## src/rtl/tdm_pp_pkg.sv

```systemverilog
package tdm_pp_pkg;
   // index width that stays legal for counts of one
   function automatic int unsigned idx_bits(input int unsigned n);
      return (n < 2) ? 1 : $clog2(n);
   endfunction
endpackage

```

## src/rtl/tdm_tx_pingpong.sv

```systemverilog
module tdm_tx_pingpong
   import tdm_pp_pkg::*;
#(
   parameter int unsigned DATA_W    = 8,
   parameter int unsigned DEPTH     = 4,
   parameter logic [DATA_W-1:0] IDLE_WORD = '1
) (
   input  logic              clk,
   input  logic              rst_n,
   input  logic              wr_en,
   input  logic [DATA_W-1:0] wr_data,
   output logic              ready,
   input  logic              strobe,
   input  logic              ser_en,
   output logic [DATA_W-1:0] ser_data,
   input  logic              flag_clr,
   output logic              underrun
);
   localparam int unsigned PW = idx_bits(DEPTH + 1);
   localparam int unsigned IW = idx_bits(DEPTH);
   localparam logic [PW-1:0] LAST_P = PW'(DEPTH - 1);
   localparam logic [PW-1:0] DONE_P = PW'(DEPTH);

   logic [DATA_W-1:0] mem [2][DEPTH];
   logic [1:0]        full_q, full_d;
   logic              fill_sel_q, drain_sel_q;
   logic [PW-1:0]     fill_ptr_q, drain_ptr_q;
   logic              underrun_q;

   logic wr_ok, word_ok, drained, release_buf, starve;

   assign wr_ok       = wr_en && !full_q[fill_sel_q];
   assign word_ok     = full_q[drain_sel_q] && (drain_ptr_q != DONE_P);
   assign drained     = full_q[drain_sel_q] && (drain_ptr_q == DONE_P);
   assign release_buf = strobe && drained;
   assign starve      = ser_en && (full_q == 2'b00);

   always_comb begin
      full_d = full_q;
      if (wr_ok && fill_ptr_q == LAST_P) full_d[fill_sel_q] = 1'b1;
      if (release_buf)                   full_d[drain_sel_q] = 1'b0;
   end

   always_ff @(posedge clk) begin
      if (wr_ok) mem[fill_sel_q][fill_ptr_q[IW-1:0]] <= wr_data;
   end

   always_ff @(posedge clk) begin
      if (!rst_n) begin
         full_q      <= '0;
         fill_sel_q  <= 1'b0;
         drain_sel_q <= 1'b0;
         fill_ptr_q  <= '0;
         drain_ptr_q <= '0;
         underrun_q  <= 1'b0;
      end else begin
         full_q <= full_d;
         if (wr_ok) begin
            if (fill_ptr_q == LAST_P) begin
               fill_ptr_q <= '0;
               fill_sel_q <= ~fill_sel_q;
            end else begin
               fill_ptr_q <= fill_ptr_q + 1'b1;
            end
         end
         if (release_buf) begin
            drain_ptr_q <= '0;
            drain_sel_q <= ~drain_sel_q;
         end else if (ser_en && word_ok) begin
            drain_ptr_q <= drain_ptr_q + 1'b1;
         end
         if (starve)        underrun_q <= 1'b1;
         else if (flag_clr) underrun_q <= 1'b0;
      end
   end

   assign ready    = !full_q[fill_sel_q];
   assign ser_data = word_ok ? mem[drain_sel_q][drain_ptr_q[IW-1:0]] : IDLE_WORD;
   assign underrun = underrun_q;

   assert_full_write_ignored_R2: assert property (@(posedge clk) disable iff (!rst_n)
      (wr_en && !ready) |=> ($stable(fill_ptr_q) && $stable(fill_sel_q)));
   assert_swap_only_on_strobe_R3: assert property (@(posedge clk) disable iff (!rst_n)
      !strobe |=> $stable(drain_sel_q));
   assert_underrun_cause_R4: assert property (@(posedge clk) disable iff (!rst_n)
      $rose(underrun_q) |-> ($past(ser_en) && $past(full_q) == 2'b00));
   assert_underrun_clear_R7: assert property (@(posedge clk) disable iff (!rst_n)
      $fell(underrun_q) |-> $past(flag_clr));
endmodule

```

## src/rtl/tdm_rx_pingpong.sv

```systemverilog
module tdm_rx_pingpong
   import tdm_pp_pkg::*;
#(
   parameter int unsigned DATA_W = 8,
   parameter int unsigned DEPTH  = 4
) (
   input  logic              clk,
   input  logic              rst_n,
   input  logic              strobe,
   input  logic              ser_en,
   input  logic [DATA_W-1:0] ser_data,
   output logic              done_evt,
   input  logic              rd_en,
   output logic [DATA_W-1:0] rd_data,
   output logic              avail,
   input  logic              flag_clr,
   output logic              overrun
);
   localparam int unsigned PW = idx_bits(DEPTH + 1);
   localparam int unsigned IW = idx_bits(DEPTH);
   localparam logic [PW-1:0] LAST_P = PW'(DEPTH - 1);
   localparam logic [PW-1:0] DONE_P = PW'(DEPTH);

   logic [DATA_W-1:0] mem [2][DEPTH];
   logic [1:0]        full_q, full_d;
   logic              fill_sel_q, drain_sel_q;
   logic [PW-1:0]     fill_ptr_q, drain_ptr_q;
   logic              overrun_q;

   logic put_ok, complete, rd_ok, flood;

   assign put_ok   = ser_en && !full_q[fill_sel_q] && (fill_ptr_q != DONE_P);
   assign complete = strobe && !full_q[fill_sel_q] && (fill_ptr_q == DONE_P);
   assign rd_ok    = rd_en && full_q[drain_sel_q];
   assign flood    = ser_en && (full_q == 2'b11);

   always_comb begin
      full_d = full_q;
      if (complete)                        full_d[fill_sel_q]  = 1'b1;
      if (rd_ok && drain_ptr_q == LAST_P)  full_d[drain_sel_q] = 1'b0;
   end

   always_ff @(posedge clk) begin
      if (put_ok) mem[fill_sel_q][fill_ptr_q[IW-1:0]] <= ser_data;
   end

   always_ff @(posedge clk) begin
      if (!rst_n) begin
         full_q      <= '0;
         fill_sel_q  <= 1'b0;
         drain_sel_q <= 1'b0;
         fill_ptr_q  <= '0;
         drain_ptr_q <= '0;
         overrun_q   <= 1'b0;
      end else begin
         full_q <= full_d;
         if (complete) begin
            fill_ptr_q <= '0;
            fill_sel_q <= ~fill_sel_q;
         end else if (put_ok) begin
            fill_ptr_q <= fill_ptr_q + 1'b1;
         end
         if (rd_ok) begin
            if (drain_ptr_q == LAST_P) begin
               drain_ptr_q <= '0;
               drain_sel_q <= ~drain_sel_q;
            end else begin
               drain_ptr_q <= drain_ptr_q + 1'b1;
            end
         end
         if (flood)         overrun_q <= 1'b1;
         else if (flag_clr) overrun_q <= 1'b0;
      end
   end

   assign done_evt = complete;
   assign avail    = full_q[drain_sel_q];
   assign rd_data  = mem[drain_sel_q][drain_ptr_q[IW-1:0]];
   assign overrun  = overrun_q;

   assert_buf0_ready_on_strobe_R5: assert property (@(posedge clk) disable iff (!rst_n)
      $rose(full_q[0]) |-> $past(strobe));
   assert_buf1_ready_on_strobe_R5: assert property (@(posedge clk) disable iff (!rst_n)
      $rose(full_q[1]) |-> $past(strobe));
   assert_overrun_cause_R6: assert property (@(posedge clk) disable iff (!rst_n)
      $rose(overrun_q) |-> ($past(ser_en) && $past(full_q) == 2'b11));
   assert_overrun_clear_R7: assert property (@(posedge clk) disable iff (!rst_n)
      $fell(overrun_q) |-> $past(flag_clr));
   assert_empty_read_ignored_R10: assert property (@(posedge clk) disable iff (!rst_n)
      (rd_en && !avail) |=> ($stable(drain_ptr_q) && $stable(drain_sel_q)));
endmodule

```

## src/rtl/tdm_full_arbiter.sv

```systemverilog
module tdm_full_arbiter #(
   parameter int unsigned NUM_SRC = 2
) (
   input  logic               clk,
   input  logic               rst_n,
   input  logic [NUM_SRC-1:0] evt,
   input  logic               cond_rd,
   output logic [NUM_SRC-1:0] cond_word,
   output logic               irq
);
   logic [NUM_SRC-1:0] pend_q;

   always_ff @(posedge clk) begin
      if (!rst_n) pend_q <= '0;
      else        pend_q <= (cond_rd ? '0 : pend_q) | evt;
   end

   assign cond_word = pend_q;
   assign irq       = |pend_q;

   assert_event_kept_R9: assert property (@(posedge clk) disable iff (!rst_n)
      (evt != '0) |=> ((pend_q & $past(evt)) == $past(evt)));
   assert_irq_has_source_R8: assert property (@(posedge clk) disable iff (!rst_n)
      $rose(irq) |-> ($past(evt) != '0));
endmodule

```

## src/rtl/tdm_pingpong_fifo.sv

```systemverilog
module tdm_pingpong_fifo
   import tdm_pp_pkg::*;
#(
   parameter int unsigned NUM_LANES = 2,
   parameter int unsigned DATA_W    = 8,
   parameter int unsigned DEPTH     = 4,
   parameter logic [DATA_W-1:0] IDLE_WORD = '1,
   localparam int unsigned LANE_W   = idx_bits(NUM_LANES)
) (
   input  logic                              clk,
   input  logic                              rst_n,
   input  logic                              ser_strobe,
   input  logic [NUM_LANES-1:0]              ser_tx_en,
   output logic [NUM_LANES-1:0][DATA_W-1:0]  ser_tx_data,
   input  logic [NUM_LANES-1:0]              ser_rx_en,
   input  logic [NUM_LANES-1:0][DATA_W-1:0]  ser_rx_data,
   input  logic                              cpu_tx_wr,
   input  logic [LANE_W-1:0]                 cpu_tx_lane,
   input  logic [DATA_W-1:0]                 cpu_tx_data,
   output logic [NUM_LANES-1:0]              cpu_tx_ready,
   input  logic                              cpu_rx_rd,
   input  logic [LANE_W-1:0]                 cpu_rx_lane,
   output logic [DATA_W-1:0]                 cpu_rx_data,
   output logic [NUM_LANES-1:0]              cpu_rx_avail,
   input  logic                              cpu_cond_rd,
   output logic [NUM_LANES-1:0]              cond_word,
   output logic                              rx_full_irq,
   input  logic                              cpu_flag_clr,
   output logic [NUM_LANES-1:0]              tx_underrun,
   output logic [NUM_LANES-1:0]              rx_overrun
);
   if (NUM_LANES < 1) begin : g_bad_lanes
      $error("NUM_LANES must be at least 1");
   end
   if (DEPTH < 2) begin : g_bad_depth
      $error("DEPTH must be at least 2");
   end
   if (DATA_W < 1) begin : g_bad_width
      $error("DATA_W must be at least 1");
   end

   logic [NUM_LANES-1:0]             lane_evt;
   logic [NUM_LANES-1:0][DATA_W-1:0] lane_rd_data;

   for (genvar g = 0; g < NUM_LANES; g++) begin : g_lane
      logic wr_hit, rd_hit;
      assign wr_hit = cpu_tx_wr && (cpu_tx_lane == LANE_W'(g));
      assign rd_hit = cpu_rx_rd && (cpu_rx_lane == LANE_W'(g));

      tdm_tx_pingpong #(.DATA_W(DATA_W), .DEPTH(DEPTH), .IDLE_WORD(IDLE_WORD)) i_tx (
         .clk      (clk),
         .rst_n    (rst_n),
         .wr_en    (wr_hit),
         .wr_data  (cpu_tx_data),
         .ready    (cpu_tx_ready[g]),
         .strobe   (ser_strobe),
         .ser_en   (ser_tx_en[g]),
         .ser_data (ser_tx_data[g]),
         .flag_clr (cpu_flag_clr),
         .underrun (tx_underrun[g])
      );

      tdm_rx_pingpong #(.DATA_W(DATA_W), .DEPTH(DEPTH)) i_rx (
         .clk      (clk),
         .rst_n    (rst_n),
         .strobe   (ser_strobe),
         .ser_en   (ser_rx_en[g]),
         .ser_data (ser_rx_data[g]),
         .done_evt (lane_evt[g]),
         .rd_en    (rd_hit),
         .rd_data  (lane_rd_data[g]),
         .avail    (cpu_rx_avail[g]),
         .flag_clr (cpu_flag_clr),
         .overrun  (rx_overrun[g])
      );
   end

   always_comb begin
      cpu_rx_data = '0;
      for (int i = 0; i < NUM_LANES; i++) begin
         if (cpu_rx_lane == LANE_W'(i)) cpu_rx_data = lane_rd_data[i];
      end
   end

   tdm_full_arbiter #(.NUM_SRC(NUM_LANES)) i_arb (
      .clk       (clk),
      .rst_n     (rst_n),
      .evt       (lane_evt),
      .cond_rd   (cpu_cond_rd),
      .cond_word (cond_word),
      .irq       (rx_full_irq)
   );
endmodule

```

## config.mk

```make
export PLATFORM = sky130hd
export DESIGN_NAME = tdm_pingpong_fifo
export DESIGN_NICKNAME = d
export VERILOG_FILES = /design/src/rtl/tdm_pp_pkg.sv /design/src/rtl/tdm_tx_pingpong.sv /design/src/rtl/tdm_rx_pingpong.sv /design/src/rtl/tdm_full_arbiter.sv /design/src/rtl/tdm_pingpong_fifo.sv
export SDC_FILE = /design/constraint.sdc
export NUM_CORES = 1
export LEC_CHECK = 0
export BUFFER_PORTS_ARGS = -buffer_cell sky130_fd_sc_hd__buf_2
export CORE_AREA = 8 8 201 203
export DETAILED_ROUTE_END_ITERATION = 16
export DIE_AREA = 0 0 209 211
export GPL_ROUTABILITY_DRIVEN = 1
export GPL_TIMING_DRIVEN = 0
export PLACE_DENSITY = 0.53
export SYNTH_ARGS = -nofsm -noshare
export SYNTH_HDL_FRONTEND = slang
export SYNTH_HIERARCHICAL = 1
export SYNTH_SLANG_ARGS = --single-unit
```

## constraint.sdc

```tcl
create_clock -name clk -period 2.3 [get_ports clk]
set_input_delay 0.23 -clock clk [delete_from_list [all_inputs] [get_ports clk]]
set_output_delay 0.23 -clock clk [all_outputs]
set_load 0.01 [all_outputs]
```

# Yosys cells after proc, flatten, opt, wreduce, memory -nomap -nowiden
# Memories as Yosys holds them, arrays and structs flattened. A register that Yosys moved wholly into a read port is not among the register bits.
# Index checks and enable logic that the tools add are counted.
# totals
reg_bits	46
ramBits	256
out_inout_bits	35
memories	4
# mem_list
name	depth	word_bits	read_ports	rd_ports_with_merged_regs	write_ports	line	source
g_lane[0].i_rx.mem	2	32	1	1	1	tdm_rx_pingpong.sv:24	logic [DATA_W-1:0] mem [2][DEPTH];
g_lane[0].i_tx.mem	2	32	1	1	1	tdm_tx_pingpong.sv:24	logic [DATA_W-1:0] mem [2][DEPTH];
g_lane[1].i_rx.mem	2	32	1	1	1	tdm_rx_pingpong.sv:24	
g_lane[1].i_tx.mem	2	32	1	1	1	tdm_tx_pingpong.sv:24	
# op_classes
add_sub_neg	8
n_lt_le_gt_ge	28
n_eq_ne	14
mux	89
bitwise_logic	32
n_reduce_logical	63
# ops
operator	n
2-to-1 mux 32 bit	4
2-to-1 mux 8 bit	15
binary-select mux 8 bit (select 2 bit)	4
demux 8 bit (select 2 bit)	4
logical AND 1 bit	44
2-to-1 mux 1 bit	41
adder 3 x 1 -> 3 bit, second input constant	8
greater-or-equal comparator 3 bit, second input constant	8
NOT 2 -> 3 bit	8
2-to-1 mux 2 bit	9
< comparator 1 x 2 -> 1 bit, second input constant	8
equality test 3 x 2 -> 1 bit, second input constant	4
equality test 3 bit, second input constant	4
< comparator 3 x 1 -> 1 bit, second input constant	4
2-to-1 mux 3 bit	4
!= test 3 bit, second input constant	4
NOT 1 bit	11
OR 2 bit	5
OR reduction 2 bit	5
bitwise AND 2 bit	4
demux 1 bit (select 1 bit)	8
greater-or-equal comparator 1 bit, second input constant	8
NOT 2 bit	4
AND reduction 2 bit	4
other kinds (4)	12

# Logic depth before layout (Yosys ltp)
# logic_depth
depth_word	8
depth_mapped	5
mapped_depth_nobuf	5

# Cells and area by module
# The synthesis kept the hierarchy.
# by_module_without_submodules
module	n_inst	cells_per_inst	area_each_um2	seq_area_each_um2
tdm_rx_pingpong	2	169	3131.8	2162.1
tdm_tx_pingpong at g_lane[0].i_tx	1	216	3189.3	2162.1
tdm_tx_pingpong at g_lane[1].i_tx	1	215	3180.6	2162.1
tdm_pingpong_fifo	1	13	160.2	0.0
tdm_full_arbiter	1	7	73.8	40.0

# Worst setup path before layout
# No wires, ideal clock.
# synth_path
path_type	reg2out
startpoint	reg with a tool-made name
endpoint	out cpu_rx_data[0]
arrival_time_ps	1627
t_required_ps	2070
slack_ps	443
stages_incl_launch_ff	6
path_buffers	2
path_cell_list	dfxtp_1 > buf_6 > buf_12 > mux4_1 > mux2_2 > mux2_4
# synth_rtl
item	line	source
end, declared	tdm_pingpong_fifo.sv:23	output logic [DATA_W-1:0] cpu_rx_data,

==> results.md <==
* Top cell type's share of synthesized area at between 50 and 60%
* WP data required at about 2100 ps
* Fin crit share at 112%
* RSZ-0062 raised after global routing: yes
* Syn Nets at ~850
* Final setup viols at 8
* Final min period at 2580 ps
* Critical Path Sink: cpu_rx_data[7]
* PwrDens at between 700 and 800 nW/µm²
* Final setup margin at -280 ps
* Post-synthesis sequential area ratio at about two thirds
* Max cap viols at 0
* DRC at 0
* Ports at roughly 70
* Worst R2R Start: g_lane[1].i_tx/fill_sel_q$_SDFFE_PN0N_
* Core ar. at roughly 37000 µm²
* Worst r2r dst: g_lane[1].i_tx/mem[0][1]$_DFFE_PP_
* Synth-to-layout area growth at 17.8%
* Vias in the first global route at just over 7000
* Data arrival, critical path at between 2000 and 2500 ps
* Initial antenna violation count at 0
* LEAKAGE at slightly above 5 nW
* Synth top area cells: edfxtp_1 60%, dfxtp_1 7.8%, mux4_1 6.1%
* Crit. End Element: output port
* Failing checks: setup timing
* RD Place Congestion at around 0.73
* ANT nets after route at 0
* Routed vias/inst at slightly below 5
* Worst Reg-to-Reg Cells at 4
* All-Layer GR Usage at 12.3%
* Hold slack at roughly 38 ps
* Worst-skew pair later-pin latency at 550 ps
* CP Class: reg -> out
* Slew Limit Headroom at between 10% and 20%
* Post-DP Area at between 10000 and 15000 µm²
* R2r setup slk at about 140 ps
* Synth Register Bits at a little over 300
* Finished Cell Area at around 15000 µm²
* First drt pass iteration count at 5
* Clk sinks at 306
* Crit path max fanout at 5
* CTS Buffer Depth at 3
* Via Count at around 7000
* Largest net degree at the start of global routing at 21
* Hold Crit Class: in -> reg
* Rows at 71
* Most frequent cells in the layout: 256 x edfxtp_1, 74 x mux2i_1, 71 x buf_2, 46 x dfxtp_1
* DRT Wirelength at around 28000 µm
* Detailed placement HPWL at around 18000 µm
* Htree depth at 1
* Chip width at around 210 µm
* Slew Viols, Final at 0
* Final Hold Fails at 0
* Status: finished, violations left
* Total chip power at ~11 mW
* Fin util at about two fifths
* Initial Util at approximately a third
* WL per Instance at 19.7 µm
* Mapped Cells at 789
* CTS Buf Count at 31
* Netlist Area Pre-Place at between 10000 and 15000 µm²
* Worst VDD drop at ~500 µV
* Diodes inserted at 0
* Root Buffer: clkbuf_16
* Worst-margin pin slew at 1300 ps
* Commonest non-fill, non-tap cell in the layout: edfxtp_1
* First-pass GRT wire length at between 40000 and 50000 µm
* Synth area leader: edfxtp_1
* Die span in y at around 210 µm
* Setup Skew at between 15 and 20 ps
* Input/output buffers at 70
* Mapped Avg Cell Area at approximately 16 µm²
* CTS tree: built
* Layout cell share with drive strength beyond 1 at around a quarter
* Initial DRC Count at between 300 and 400
* Max Clock Freq at 0.388 GHz
* Overflow left after global routing at 0
* Post-synth cell types at roughly 50
* Yosys Warn Count at 6
* Worst Setup Start Kind: flip-flop
* Final #Nets at ~980
* Clock-pin slew on the worst setup and hold paths at around 60 ps
* Die area at approximately 44000 µm²
registers in the layout, indices dropped and copies added, names as in the netlist, named ones only:
name                     flops
g_lane.i_tx/underrun         2
g_lane.i_tx/fill_sel_q       2
g_lane.i_rx/drain_sel_q      2
g_lane.i_tx/fill_ptr_q       6
g_lane.i_rx/fill_sel_q       2
g_lane.i_tx/drain_sel_q      2
g_lane.i_rx/fill_ptr_q       6
i_arb/cond_word              2
g_lane.i_tx/full_q           4
g_lane.i_rx/mem            128
g_lane.i_tx/drain_ptr_q      6
g_lane.i_tx/mem            128
g_lane.i_rx/full_q           4
g_lane.i_rx/overrun          2
g_lane.i_rx/drain_ptr_q      6
where the power goes:
part	leakage, nW	internal (mW)	switching [mW]
logic	1.87	0.197	0.256
clock network	0.469	2.77	2.02
registers	2.73	6.09	0.0246
total	5.06	9.06	2.30
cells in the mapped netlist, drive strengths merged:
cell type / n
edfxtp: 256
mux2i: 78
dfxtp: 50
a22oi: 32
mux4: 32
mux2: 28
a21oi: 26
buf: 25
nor2: 24
nand2: 23
ha: 22
and2: 20
inv: 20
o21ai: 20
a21o: 16
nand3: 15
nor2b: 13
nand2b: 11
clkbuf: 10
or3: 10
nor3: 9
a21boi: 6
o21a: 6
o31ai: 5
a21bo: 4
and4: 4
o221a: 4
a221oi: 2
a311oi: 2
a41oi: 2
and3: 2
and4b: 2
nand4: 2
nand4b: 2
nor3b: 2
a31oi: 1
and2b: 1
o211a: 1
or2: 1
metrics by stage:
stage,cells,TNS (ps),worst slack (ps)
after global routing,1412,-2720,-356
after global placement,1333,-11340,-353
final,1412,-2110,-280
after CTS,1413,-2480,-320
after floorplan,789,0,443
after detailed placement,1333,-5940,-225
how the worst min path moves through the flow:
stage | endpoint | start | cells after the start
after floorplan | g_lane[0].i_rx/mem[0][0]$_DFFE_PP_ | ser_rx_data[0] | 0
after global placement | g_lane[1].i_rx/drain_ptr_q[2]$_SDFFE_PN0N_ | g_lane[1].i_rx/drain_ptr_q[2]$_SDFFE_PN0N_ | 2
after detailed placement | g_lane[0].i_rx/drain_ptr_q[2]$_SDFFE_PN0N_ | g_lane[0].i_rx/drain_ptr_q[2]$_SDFFE_PN0N_ | 2
after CTS | g_lane[0].i_rx/overrun$_SDFFE_PN0P_ | cpu_flag_clr | 3
after global routing | g_lane[1].i_tx/mem[0][14]$_DFFE_PP_ | cpu_tx_data[6] | 1
final | g_lane[1].i_rx/overrun$_SDFFE_PN0P_ | cpu_flag_clr | 3
cell families (layout without fill, tap and decap cells):
| group | after synthesis | in the layout | synth area share [%] |
|---|---|---|---|
| DFF | 306 | 306 | 67.5 |
| buffers and inverters | 55 | 204 | 2.29 |
| adders and majority gates | 22 | 22 | 2.14 |
| AOI/OAI and AO/OA | 127 | 127 | 6.78 |
| and+or+nand+nor | 141 | 141 | 5.93 |
| muxes | 138 | 138 | 15.3 |
final cells by class:
type                       instances  area (µm²)
multi-input combinational        428        3860
fill                            3420       22000
clock buffer                      35         791
inverter                          20        75.1
buffer                            33         269
timing repair buffer              97         714
clock inverter                    19         163
tap                              474         593
sequential                       306        8690
layer usage:
| layer | part of all wire [%] | wire [µm] | GRT usage (%) | up-vias |
|---|---|---|---|---|
| li1 | - | - | - | 3345 |
| met1 | 48 | 13400 | 17.1 | 3488 |
| met2 | 46 | 12900 | 20.1 | 120 |
| met3 | 4.1 | 1150 | 1.85 | 33 |
| met4 | 1.6 | 444 | 3.38 | 0 |
| met5 | 0 | 0 | 0 | - |
critical path, stage by stage, from the launching register on:
cell and delay, ps:
dfxtp_2 320, buf_6 140, buf_16 140, mux4_2 500, mux2_4 300, mux2_4 280
buf_6 120
timing repair:
action	4_1_cts	5_1_grt
gates resized for setup	76	17
gates cloned	2	0
endpoints found under the hold margin	136	0
endpoints found under the setup margin	24	57
setup buffers	4	0
hold buffers	21	0
Power figures use the tool's default switching activity.
